--- src/rtl/pattern_colour_gen.sv ---
module pattern_colour_gen #(
  parameter int HCW    = 10,
  parameter int VCW    = 10,
  parameter bit NARROW = 1'b0,
  localparam int RW = NARROW ? 3 : 4,
  localparam int GW = NARROW ? 3 : 4,
  localparam int BW = NARROW ? 2 : 4,
  localparam int CW = RW + GW + BW
) (
  input  logic           clk,
  input  logic           rst_n,
  input  logic [HCW-1:0] hcount,
  input  logic [VCW-1:0] vcount,
  input  logic           active,
  input  logic [1:0]     mode,
  input  logic           hsync_in,
  input  logic           vsync_in,
  output logic [CW-1:0]  rgb,
  output logic           hsync_out,
  output logic           vsync_out
);

  logic [HCW-1:0] diff;
  logic [2:0]     lit;
  logic [CW-1:0]  rgb_nxt;

  assign diff = hcount - HCW'(vcount);

  always_comb begin
    case (mode)
      2'd0:    lit = hcount[8:6];
      2'd1:    lit = {3{hcount[5] ^ vcount[5]}};
      2'd2:    lit = {3{diff[4:0] == 5'd0}};
      default: lit = 3'b111;
    endcase
  end

  assign rgb_nxt = active ? {{RW{lit[2]}}, {GW{lit[1]}}, {BW{lit[0]}}} : '0;

  always_ff @(posedge clk) begin
    if (!rst_n) begin
      rgb       <= '0;
      hsync_out <= 1'b1;
      vsync_out <= 1'b1;
    end else begin
      rgb       <= rgb_nxt;
      hsync_out <= hsync_in;
      vsync_out <= vsync_in;
    end
  end

endmodule


--- config.mk ---
export PLATFORM = sky130hd
export DESIGN_NAME = pattern_colour_gen
export DESIGN_NICKNAME = d
export VERILOG_FILES = /design/src/rtl/pattern_colour_gen.sv
export SDC_FILE = /design/constraint.sdc
export NUM_CORES = 1
export LEC_CHECK = 0
export BUFFER_PORTS_ARGS = -buffer_cell sky130_fd_sc_hd__clkbuf_2
export CAP_MARGIN = 20
export CELL_PAD_IN_SITES_DETAIL_PLACEMENT = 0
export CELL_PAD_IN_SITES_GLOBAL_PLACEMENT = 2
export CORE_AREA = 2 2 56 58
export CTS_CLUSTER_SIZE = 10
export DETAILED_ROUTE_END_ITERATION = 12
export DIE_AREA = 0 0 58 60
export GPL_TIMING_DRIVEN = 0
export PLACE_DENSITY = 0.73
export SLEW_MARGIN = 20
export SYNTH_ARGS = -nofsm -noshare
export SYNTH_HDL_FRONTEND = slang
export SYNTH_SLANG_ARGS = --single-unit
--- constraint.sdc ---
create_clock -name clk -period 1.03 [get_ports clk]
set_input_delay 0.0515 -clock clk [delete_from_list [all_inputs] [get_ports clk]]
set_output_delay 0.0515 -clock clk [all_outputs]
set_load 0.005 [all_outputs]
==> impl_metrics.env, run 1 <==
export IMPL_slew_viol_final=0
export IMPL_grt_antenna_before_repair=0
export IMPL_tightest_slew_ps=414
export IMPL_dieHeight_um=60
export IMPL_drt_pass1_iterations=1
export IMPL_synth_area_per_cell_um2=9.26
export IMPL_synth_simple_area_share_pct=19.2
export IMPL_numCtsBuffers=3
export IMPL_p_leak_uw=0.000391
export IMPL_dieArea_um2=3480
export IMPL_dr_first_iter_drc_count=0
export IMPL_diodes=0
export IMPL_place_congestion=0.697
export IMPL_synth_cell_types=17
export IMPL_rsz0062_at_grt="true"
export IMPL_start_kind="primary input"
export IMPL_synthAdderAreaFrac_pct=12.0
export IMPL_relSlewSlack_pct=72.2
export IMPL_synth_compound_area_share_pct=12.6
export IMPL_ys_top_cells_by_area="dfxtp_1 (24%), buf_4 (16%), ha_1 (12%), o221ai_1 (6.3%), o41ai_1 (6.3%)"
export IMPL_post_cts_setup_buffer_count=0
export IMPL_path_delay_family="compound AO/OA/AOI/OAI gates"
export IMPL_power_density_nw_per_um2=920
export IMPL_grt_usage_pct=5.29
export IMPL_wl_per_cell_um=8.01
export IMPL_fillCellCount=343
export IMPL_cpMaxStageDelayCell="o41ai_2"
export IMPL_crit_path_end_kind="register"
export IMPL_crit_buf_inv=2
export IMPL_layout_common_cells="clkbuf_2 (35), buf_4 (9), dfxtp_1 (5), inv_1 (4), ha_1 (4)"
export IMPL_cts_tree="built"
export IMPL_cts_root_buf="clkbuf_4"
export IMPL_crit_required_ps=1160
export IMPL_grt_pass1_vias=367
export IMPL_ys_warn_count=0
export IMPL_regArea_um2=100
export IMPL_outcome="complete, no violations"
export IMPL_initial_core_util_pct=14.4
export IMPL_fin_cells=119
export IMPL_crit_start="vcount[3]"
export IMPL_clockBufferDepth=2
export IMPL_ios=41
export IMPL_grt_ovfl_total=0
export IMPL_p_total_uw=646
export IMPL_synth_area_mux_share_pct=0
export IMPL_critPathKind="in2reg"
export IMPL_crit_fanout=3
export IMPL_hpwlAfterDp_um=840
export IMPL_die_w_um=58
export IMPL_cts_htree_levels=1
export IMPL_design_area_um2=702
export IMPL_grt_pass1_wl_um=1390
export IMPL_drive_above_1_share_pct=60.5
export IMPL_final_common_cell="clkbuf_2"
export IMPL_io_buffers=35
export IMPL_synthXorXnorAreaFrac_pct=12.3
export IMPL_placed_cell_area_um2=633
export IMPL_finalNetCount=118
export IMPL_viasPerCell=3.72
export IMPL_syn_cell_area_um2=417
export IMPL_yosysSeqAreaShare_pct=24.0
export IMPL_min_period_ps=953
export IMPL_hold_class="in2reg"
export IMPL_post_place_ws_ps=-231
export IMPL_wl_um=953
export IMPL_arrival_ps=1080
export IMPL_finalHoldViolCount=0
export IMPL_max_vdd_ir_drop_v=0.000341
export IMPL_finalSetupTns_ps=0
export IMPL_max_freq_ghz=1.05
export IMPL_finalSetupViolations=0
export IMPL_netlist_top_cell_by_area="dfxtp_1"
export IMPL_multi_input_area_um2=256
export IMPL_cpPeakStageDelay_ps=360
export IMPL_ys_ff_latch=5
export IMPL_rows=20
export IMPL_coreArea_um2=2900
export IMPL_fin_crit_sh_pct=92.5
export IMPL_clock_sinks=5
export IMPL_cp_endpoint="rgb[3]"
export IMPL_crit_chain="clkbuf_2, inv_1, ha_1, nor2_1, xnor2_1, o41ai_2"
export IMPL_drc=0
export IMPL_synth_top_area_share_pct=24.0
export IMPL_path_clk_slew_ps=40
export IMPL_cp_depth=6
export IMPL_cap_violations=0
export IMPL_synth_top_family_by_area="buffers and inverters"
export IMPL_dp_cells=113
export IMPL_syn_nets=76
export IMPL_num_vias=443
export IMPL_fin_ws_ps=76.8
export IMPL_grt_max_degree=6
export IMPL_antenna_left=0
export IMPL_synthToLayoutAreaGrowth_pct=68.5
export IMPL_syn_inst=45
-- cell type report --
cell class	instances	area share, %
repair buffers	37	27.8
well taps	33	5.88
plain buffers	9	9.63
inverters	4	2.14
flip-flops and latches	5	14.3
clock buffers	4	3.74
multi-input cells	27	36.5
-- worst min-delay path by stage --
stage	from	to	slack, ps	cells after the start
floorplan	rst_n	vsync_out	120	1
global placement	hsync_in	hsync_out	230	2
detailed placement	hsync_in	hsync_out	230	2
CTS	hsync_in	hsync_out	2	2
global route	hsync_in	hsync_out	10	2
finish	hsync_in	hsync_out	5	2
-- cell usage after synthesis (all sizes together) --
master	instances
and2	1
and2b	3
buf	9
dfxtp	5
ha	4
inv	4
nand2b	2
nand4	1
nor2	1
nor2b	2
nor3b	1
o221ai	3
o41ai	3
or2b	1
xnor2	4
xor2	1
-- sequential cells by signal, summed over array words and instances (netlist names) --
signal / count
rgb: 3
hsync_out: 1
vsync_out: 1
-- layer usage --
metal	vias up	GRT usage, %	routed length, µm
li1	229	-	-
met1	193	6.49	369
met2	21	8.93	500
met3	0	0	83
met4	0	3.99	0
met5	-	0	0
-- stage by stage --
step	hold WS, ps	util [%]
6_report	5.38	24.2
3_5_place_dp	235	21.8
3_3_place_gp	230	21.8
4_1_cts	1.61	23.4
5_1_grt	11.5	24.2
2_1_floorplan	125	-
-- report_power, final --
group	leakage, µW	internal, µW	switching, µW
Sequential	0.0000414	205	7.10
Combinational	0.000335	123	94.5
Clock	0.0000150	146	70.5
-- repair_timing --
item | 4_1_cts | 5_1_grt
resized for setup | 0 | 3
hold buffers | 2 | 0
endpoints found under the setup margin | 0 | 3
hold endpoints to repair | 1 | 0
-- kinds of logic after synthesis --
group / after synthesis
XOR/XNOR: 5
flip-flops: 5
adder cells (fa/ha/maj): 4
buffers and inverters: 13
AND/OR/NAND/NOR: 12
AO/OA/AOI/OAI: 6
(Power assumes the default switching activity.)
==> run 2, diff against run 1 <==
Settings changed: ABC_AREA set to 1, CORE_AREA 2 2 56 58 to 2 2 60 62, DIE_AREA 0 0 58 60 to 0 0 62 64.
==> run 2 against run 1 <==
Effect of this change: sequential share of layout area decreased by 0.81 points; highest routed layer unchanged; worst hold slack improved by 130 ps; global-route usage increased by 0.46 points; combinational power decreased by 4%; largest power group is now clock.
==> impl_metrics.env, run 2 <==
export IMPL_clockBufferDepth=2
export IMPL_finalSetupTns_ps=0
export IMPL_dr_first_iter_drc_count=6
export IMPL_fin_crit_sh_pct=86.3
export IMPL_initial_core_util_pct=13.7
export IMPL_hold_class="in2reg"
export IMPL_yosysMostFrequentCell="nand2_1"
export IMPL_ys_top_cells_by_area="dfxtp_1 (22%), buf_4 (15%), nand2_1 (14%), inv_1 (13%), ha_1 (11%)"
export IMPL_netlist_top_cells_count="nand2_1 (17), inv_1 (16), buf_4 (9), nand3_1 (7)"
export IMPL_switchingPower_uw=170
export IMPL_largest_register="rgb"
export IMPL_placed_cell_area_um2=683
export IMPL_p_total_uw=635
export IMPL_rows=21
export IMPL_p_int_uw=465
export IMPL_wl_um=1080
export IMPL_num_vias=536
export IMPL_clock_sinks=5
export IMPL_multi_input_area_um2=224
export IMPL_grt_usage_pct=5.75
export IMPL_ys_warn_count=0
export IMPL_antenna_left=0
export IMPL_drive_above_1_share_pct=45.6
export IMPL_syn_nets=103
export IMPL_synth_top_area_share_pct=22.2
export IMPL_yosysSeqAreaShare_pct=22.2
export IMPL_max_freq_ghz=1.13
export IMPL_outcome="complete, no violations"
export IMPL_grt_max_degree=5
export IMPL_combPwrFrac_pct=32.8
export IMPL_synth_ff_type="dfxtp_1"
export IMPL_syn_cell_area_um2=450
export IMPL_die_w_um=62
export IMPL_min_period_ps=889
export IMPL_cap_violations=0
export IMPL_grt_pass1_vias=485
export IMPL_synth_cell_types=14
export IMPL_crit_start="vcount[3]"
export IMPL_place_congestion=0.648
export IMPL_finalNetCount=146
export IMPL_tightest_slew_ps=198
export IMPL_ios=41
export IMPL_diodes=0
export IMPL_viasPerCell=3.35
export IMPL_path_clk_slew_ps=40
export IMPL_finalSetupViolations=0
export IMPL_cts_htree_levels=1
export IMPL_fillCellCount=386
export IMPL_coreArea_um2=3280
export IMPL_start_kind="primary input"
export IMPL_p_leak_uw=0.000477
export IMPL_cts_root_buf="clkbuf_4"
export IMPL_final_common_cell="clkbuf_2"
export IMPL_seqPwrFrac_pct=33.2
export IMPL_p_sw_share_pct=26.7
export IMPL_drc=0
export IMPL_grt_antenna_before_repair=0
export IMPL_min_from="hcount[8]"
export IMPL_synth_area_per_cell_um2=6.26
export IMPL_max_vdd_ir_drop_v=0.000257
export IMPL_netlist_top_cell_by_area="dfxtp_1"
export IMPL_rsz0062_at_grt="false"
export IMPL_grt_pass1_wl_um=1750
export IMPL_ys_ff_latch=5
export IMPL_crit_path_end_kind="register"
export IMPL_numCtsBuffers=3
export IMPL_largest_register_ff_count=3
export IMPL_dp_cells=153
export IMPL_design_area_um2=744
export IMPL_wl_per_cell_um=6.74
export IMPL_relSlewSlack_pct=86.7
export IMPL_power_density_nw_per_um2=853
export IMPL_grt_ovfl_total=0
export IMPL_arrival_ps=1020
export IMPL_reg_top3="rgb (3), hsync_out (1), vsync_out (1)"
export IMPL_crit_required_ps=1160
export IMPL_dieHeight_um=64
export IMPL_layout_common_cells="clkbuf_2 (35), inv_1 (16), nand2_1 (16), buf_4 (9), nand3_1 (7)"
export IMPL_hpwlAfterDp_um=968
export IMPL_fin_cells=160
export IMPL_p_clk_share_pct=34.0
export IMPL_syn_inst=72
export IMPL_regArea_um2=100
export IMPL_crit_fanout=3
export IMPL_critPathKind="in2reg"
export IMPL_cts_tree="built"
export IMPL_slew_viol_final=0
export IMPL_synthToLayoutAreaGrowth_pct=65.3
export IMPL_finalHoldViolCount=0
export IMPL_dieArea_um2=3970
export IMPL_io_buffers=35
export IMPL_async_flop_share_pct=0
export IMPL_drt_pass1_iterations=4
export IMPL_synth_edf_count=0
[run 2: cell types whose count changed after synthesis, moves of 4 or more]
cell | before | now
nor2_1 | 1 | 5
nand2_1 | 0 | 17
nand3_1 | 0 | 7
inv_1 | 4 | 16
[run 2: area by class of cell]
class | count | area share [%]
timing repair buffer | 38 | 27.6
buffer | 9 | 9.08
sequential | 5 | 13.4
multi-input combinational | 41 | 30.1
clock buffer | 4 | 3.53
tap | 46 | 7.73
inverter | 17 | 8.57
[run 2: through the flow]
stage                     hold slack (ps)  utilization (%)  setup slack [ps]
final                                 137             22.7               141
after CTS                             130             22.5              98.9
after global placement                223             20.8              -125
after global routing                  163             22.7              9.32
after floorplan                       120                -              80.6
after detailed placement              228             20.8              -146
[run 2: path summary, 6_finish.rpt]
path	slack [ps]	cells past startpoint	to
worst max-delay path	140	11	rgb[7]
worst min-delay path	140	5	rgb[8]
[run 2: cell families (layout without fill, tap and decap cells)]
kind of cell	after synthesis	in the layout	synth area share, %
and+or+nand+nor	32	32	30.3
DFF	5	5	22.2
xor gates and xnor gates	2	2	3.89
AOI/OAI and AO/OA	3	3	3.33
buffers and inverters	26	68	29.2
adders and majority gates	4	4	11.1
[run 2: what timing repair did]
| action | 4_1_cts | 5_1_grt |
|---|---|---|
| setup endpoints to repair | 0 | 3 |
| setup buffers | 0 | 0 |
| hold buffers | 3 | 0 |
| resized for setup | 0 | 2 |
| endpoints found under the hold margin | 2 | 0 |
[run 2: worst max-delay path, stage by stage]
cell,delay (ps)
clkbuf_2,70
inv_1,30
ha_1,310
nor2_2,120
inv_1,50
nand2_1,60
nand2_1,70
nand2_2,90
nand3_1,70
nand2_1,60
inv_1,30
[run 2: per-layer routing]
layer / vias to the layer above / GRT usage (%) / routed length, µm
li1: 289 / - / -
met1: 223 / 5.60 / 409
met2: 24 / 10.8 / 581
met3: 0 / 1.42 / 87
met4: 0 / 2.39 / 0
met5: - / 0 / 0
[run 2: power groups by stage]
stage                     Combinational, µW  Sequential (µW)  Clock, µW
after floorplan                         111              215          0
after global placement                  195              214          0
after detailed placement                198              215          0
after CTS                               208              211        224
after global routing                    243              212        236
final                                   208              211        216
==> run 3, diff against run 2 <==
Settings changed: ABC_AREA 1 to unset, CORE_AREA 2 2 60 62 to 4 4 58 60.
==> run 3 against run 2 <==
Effect of this change: fmax fell by 6.1%; cell area decreased by 5.4%; non-clock buffer count is the same; core utilization is 1.4 points higher; die area is the same; clock power about the same; setup slack worse by 58 ps; sequential share of layout area increased by 0.76 points; final cell count down 25%; worst hold slack got worse by 66 ps; highest routed layer is now met4.
==> impl_metrics.env, run 3 (synthesized netlist as in run 1, its figures left out) <==
export IMPL_outcome="complete, no violations"
export IMPL_wl_per_cell_um=8.72
export IMPL_place_congestion=0.684
export IMPL_crit_path_end_kind="register"
export IMPL_finalNetCount=119
export IMPL_max_freq_ghz=1.06
export IMPL_grt_pass1_vias=392
export IMPL_start_kind="primary input"
export IMPL_hpwlAfterDp_um=920
export IMPL_fin_crit_sh_pct=91.9
export IMPL_synthToLayoutAreaGrowth_pct=69.1
export IMPL_ios=41
export IMPL_post_place_ws_ps=-203
export IMPL_clockBufferDepth=2
export IMPL_drc=0
export IMPL_hold_class="in2reg"
export IMPL_grt_use_met1_pct=5.68
export IMPL_rows=20
export IMPL_coreArea_um2=2930
export IMPL_cp_endpoint="rgb[7]"
export IMPL_cts_root_buf="clkbuf_4"
export IMPL_min_from="rst_n"
export IMPL_cts_htree_levels=1
export IMPL_grt_usage_pct=5.29
export IMPL_die_w_um=62
export IMPL_reg_top3="rgb (3), hsync_out (1), vsync_out (1)"
export IMPL_final_common_cell="clkbuf_2"
export IMPL_post_cts_setup_buffer_count=0
export IMPL_drive_above_1_share_pct=58.6
export IMPL_p_leak_uw=0.000390
export IMPL_layout_common_cells="clkbuf_2 (35), buf_4 (9), dfxtp_1 (5), inv_1 (4), ha_1 (4)"
export IMPL_placed_cell_area_um2=633
export IMPL_fin_cells=120
export IMPL_path_clk_slew_ps=40
export IMPL_io_buffers=35
export IMPL_wl_um=1050
export IMPL_drt_pass1_iterations=4
export IMPL_design_area_um2=704
export IMPL_grt_antenna_before_repair=0
export IMPL_grt_busiest_layer="met2"
export IMPL_crit_required_ps=1160
export IMPL_power_density_nw_per_um2=917
export IMPL_cap_violations=0
export IMPL_fin_ws_ps=83.3
export IMPL_max_vdd_ir_drop_v=0.000338
export IMPL_num_vias=444
export IMPL_tightest_slew_ps=350
export IMPL_grt_ovfl_total=0
export IMPL_slew_viol_final=0
export IMPL_dieHeight_um=64
export IMPL_min_period_ps=947
export IMPL_viasPerCell=3.70
export IMPL_antenna_left=0
export IMPL_finalHoldViolCount=0
export IMPL_dp_cells=113
export IMPL_arrival_ps=1070
export IMPL_numCtsBuffers=3
export IMPL_dr_first_iter_drc_count=1
export IMPL_grt_max_degree=6
export IMPL_relSlewSlack_pct=76.5
export IMPL_crit_start="vcount[3]"
export IMPL_largest_register="rgb"
export IMPL_met3_usage_pct=1.01
export IMPL_diodes=0
export IMPL_grt_pass1_wl_um=1520
export IMPL_crit_fanout=3
export IMPL_clock_sinks=5
export IMPL_initial_core_util_pct=14.2
export IMPL_dieArea_um2=3970
export IMPL_critPathKind="in2reg"
export IMPL_finalSetupViolations=0
export IMPL_largest_register_ff_count=3
export IMPL_cts_tree="built"
export IMPL_globalRouteMet2Util_pct=7.90
run 3: changes by cell type in the layout (fill, tap and decap cells not counted), sizes merged, moves of 3 or more:
cell / delta
a21oi: -3
and2b: +3
inv: -13
nand2: -18
nand3: -7
nor2: -5
o221ai: +3
o41ai: +3
xnor2: +3
run 3: per-stage QoR:
step                total power, µW  utilization [%]  hold WS [ps]  TNS (ps)
floorplan                       326                -           125         0
global placement                412             21.6           230      -483
detailed placement              418             21.6           234      -497
CTS                             654             23.5          62.4         0
global route                    705             24.1          85.4     -63.8
finish                          646             24.1          71.7         0
run 3: layer usage:
metal,wire [µm],vias to the layer above,share of wire (%)
met1,384,188,37
li1,-,230,-
met2,508,24,49
met3,132,2,13
met5,0,-,0
met4,20,0,1.9
run 3: critical path, stage by stage:
cell,delay (ps)
clkbuf_2,70
inv_1,30
ha_1,300
nor2_1,130
xnor2_1,130
o41ai_1,360
run 3: cell type report:
| class | instances | area, µm² |
|---|---|---|
| plain buffers | 9 | 67.6 |
| inverters | 4 | 15.0 |
| fillers | 325 | 2220 |
| well taps | 33 | 41.3 |
| flip-flops and latches | 5 | 100 |
| clock buffers | 4 | 26.3 |
| repair buffers | 38 | 205 |
| multi-input cells | 27 | 249 |
run 3: how the worst min path moves through the flow:
stage	depth (start not counted)	slack, ps	endpoint
finish	2	70	hsync_out
global placement	2	230	hsync_out
floorplan	1	120	vsync_out
CTS	2	60	hsync_out
global route	2	90	hsync_out
detailed placement	2	230	hsync_out
run 3: repair_timing:
item | 4_1_cts | 5_1_grt
hold buffers | 3 | 0
hold endpoints to repair | 2 | 0
endpoints found under the setup margin | 0 | 2
resized for setup | 0 | 2
run 3: report_power, final:
group          internal, µW  switching (µW)  leakage, µW  total, µW
logic                   124            91.4     0.000334        216
clock network           146            72.0    0.0000150        218
registers               205            7.19    0.0000414        212
total                   475             171     0.000390        646
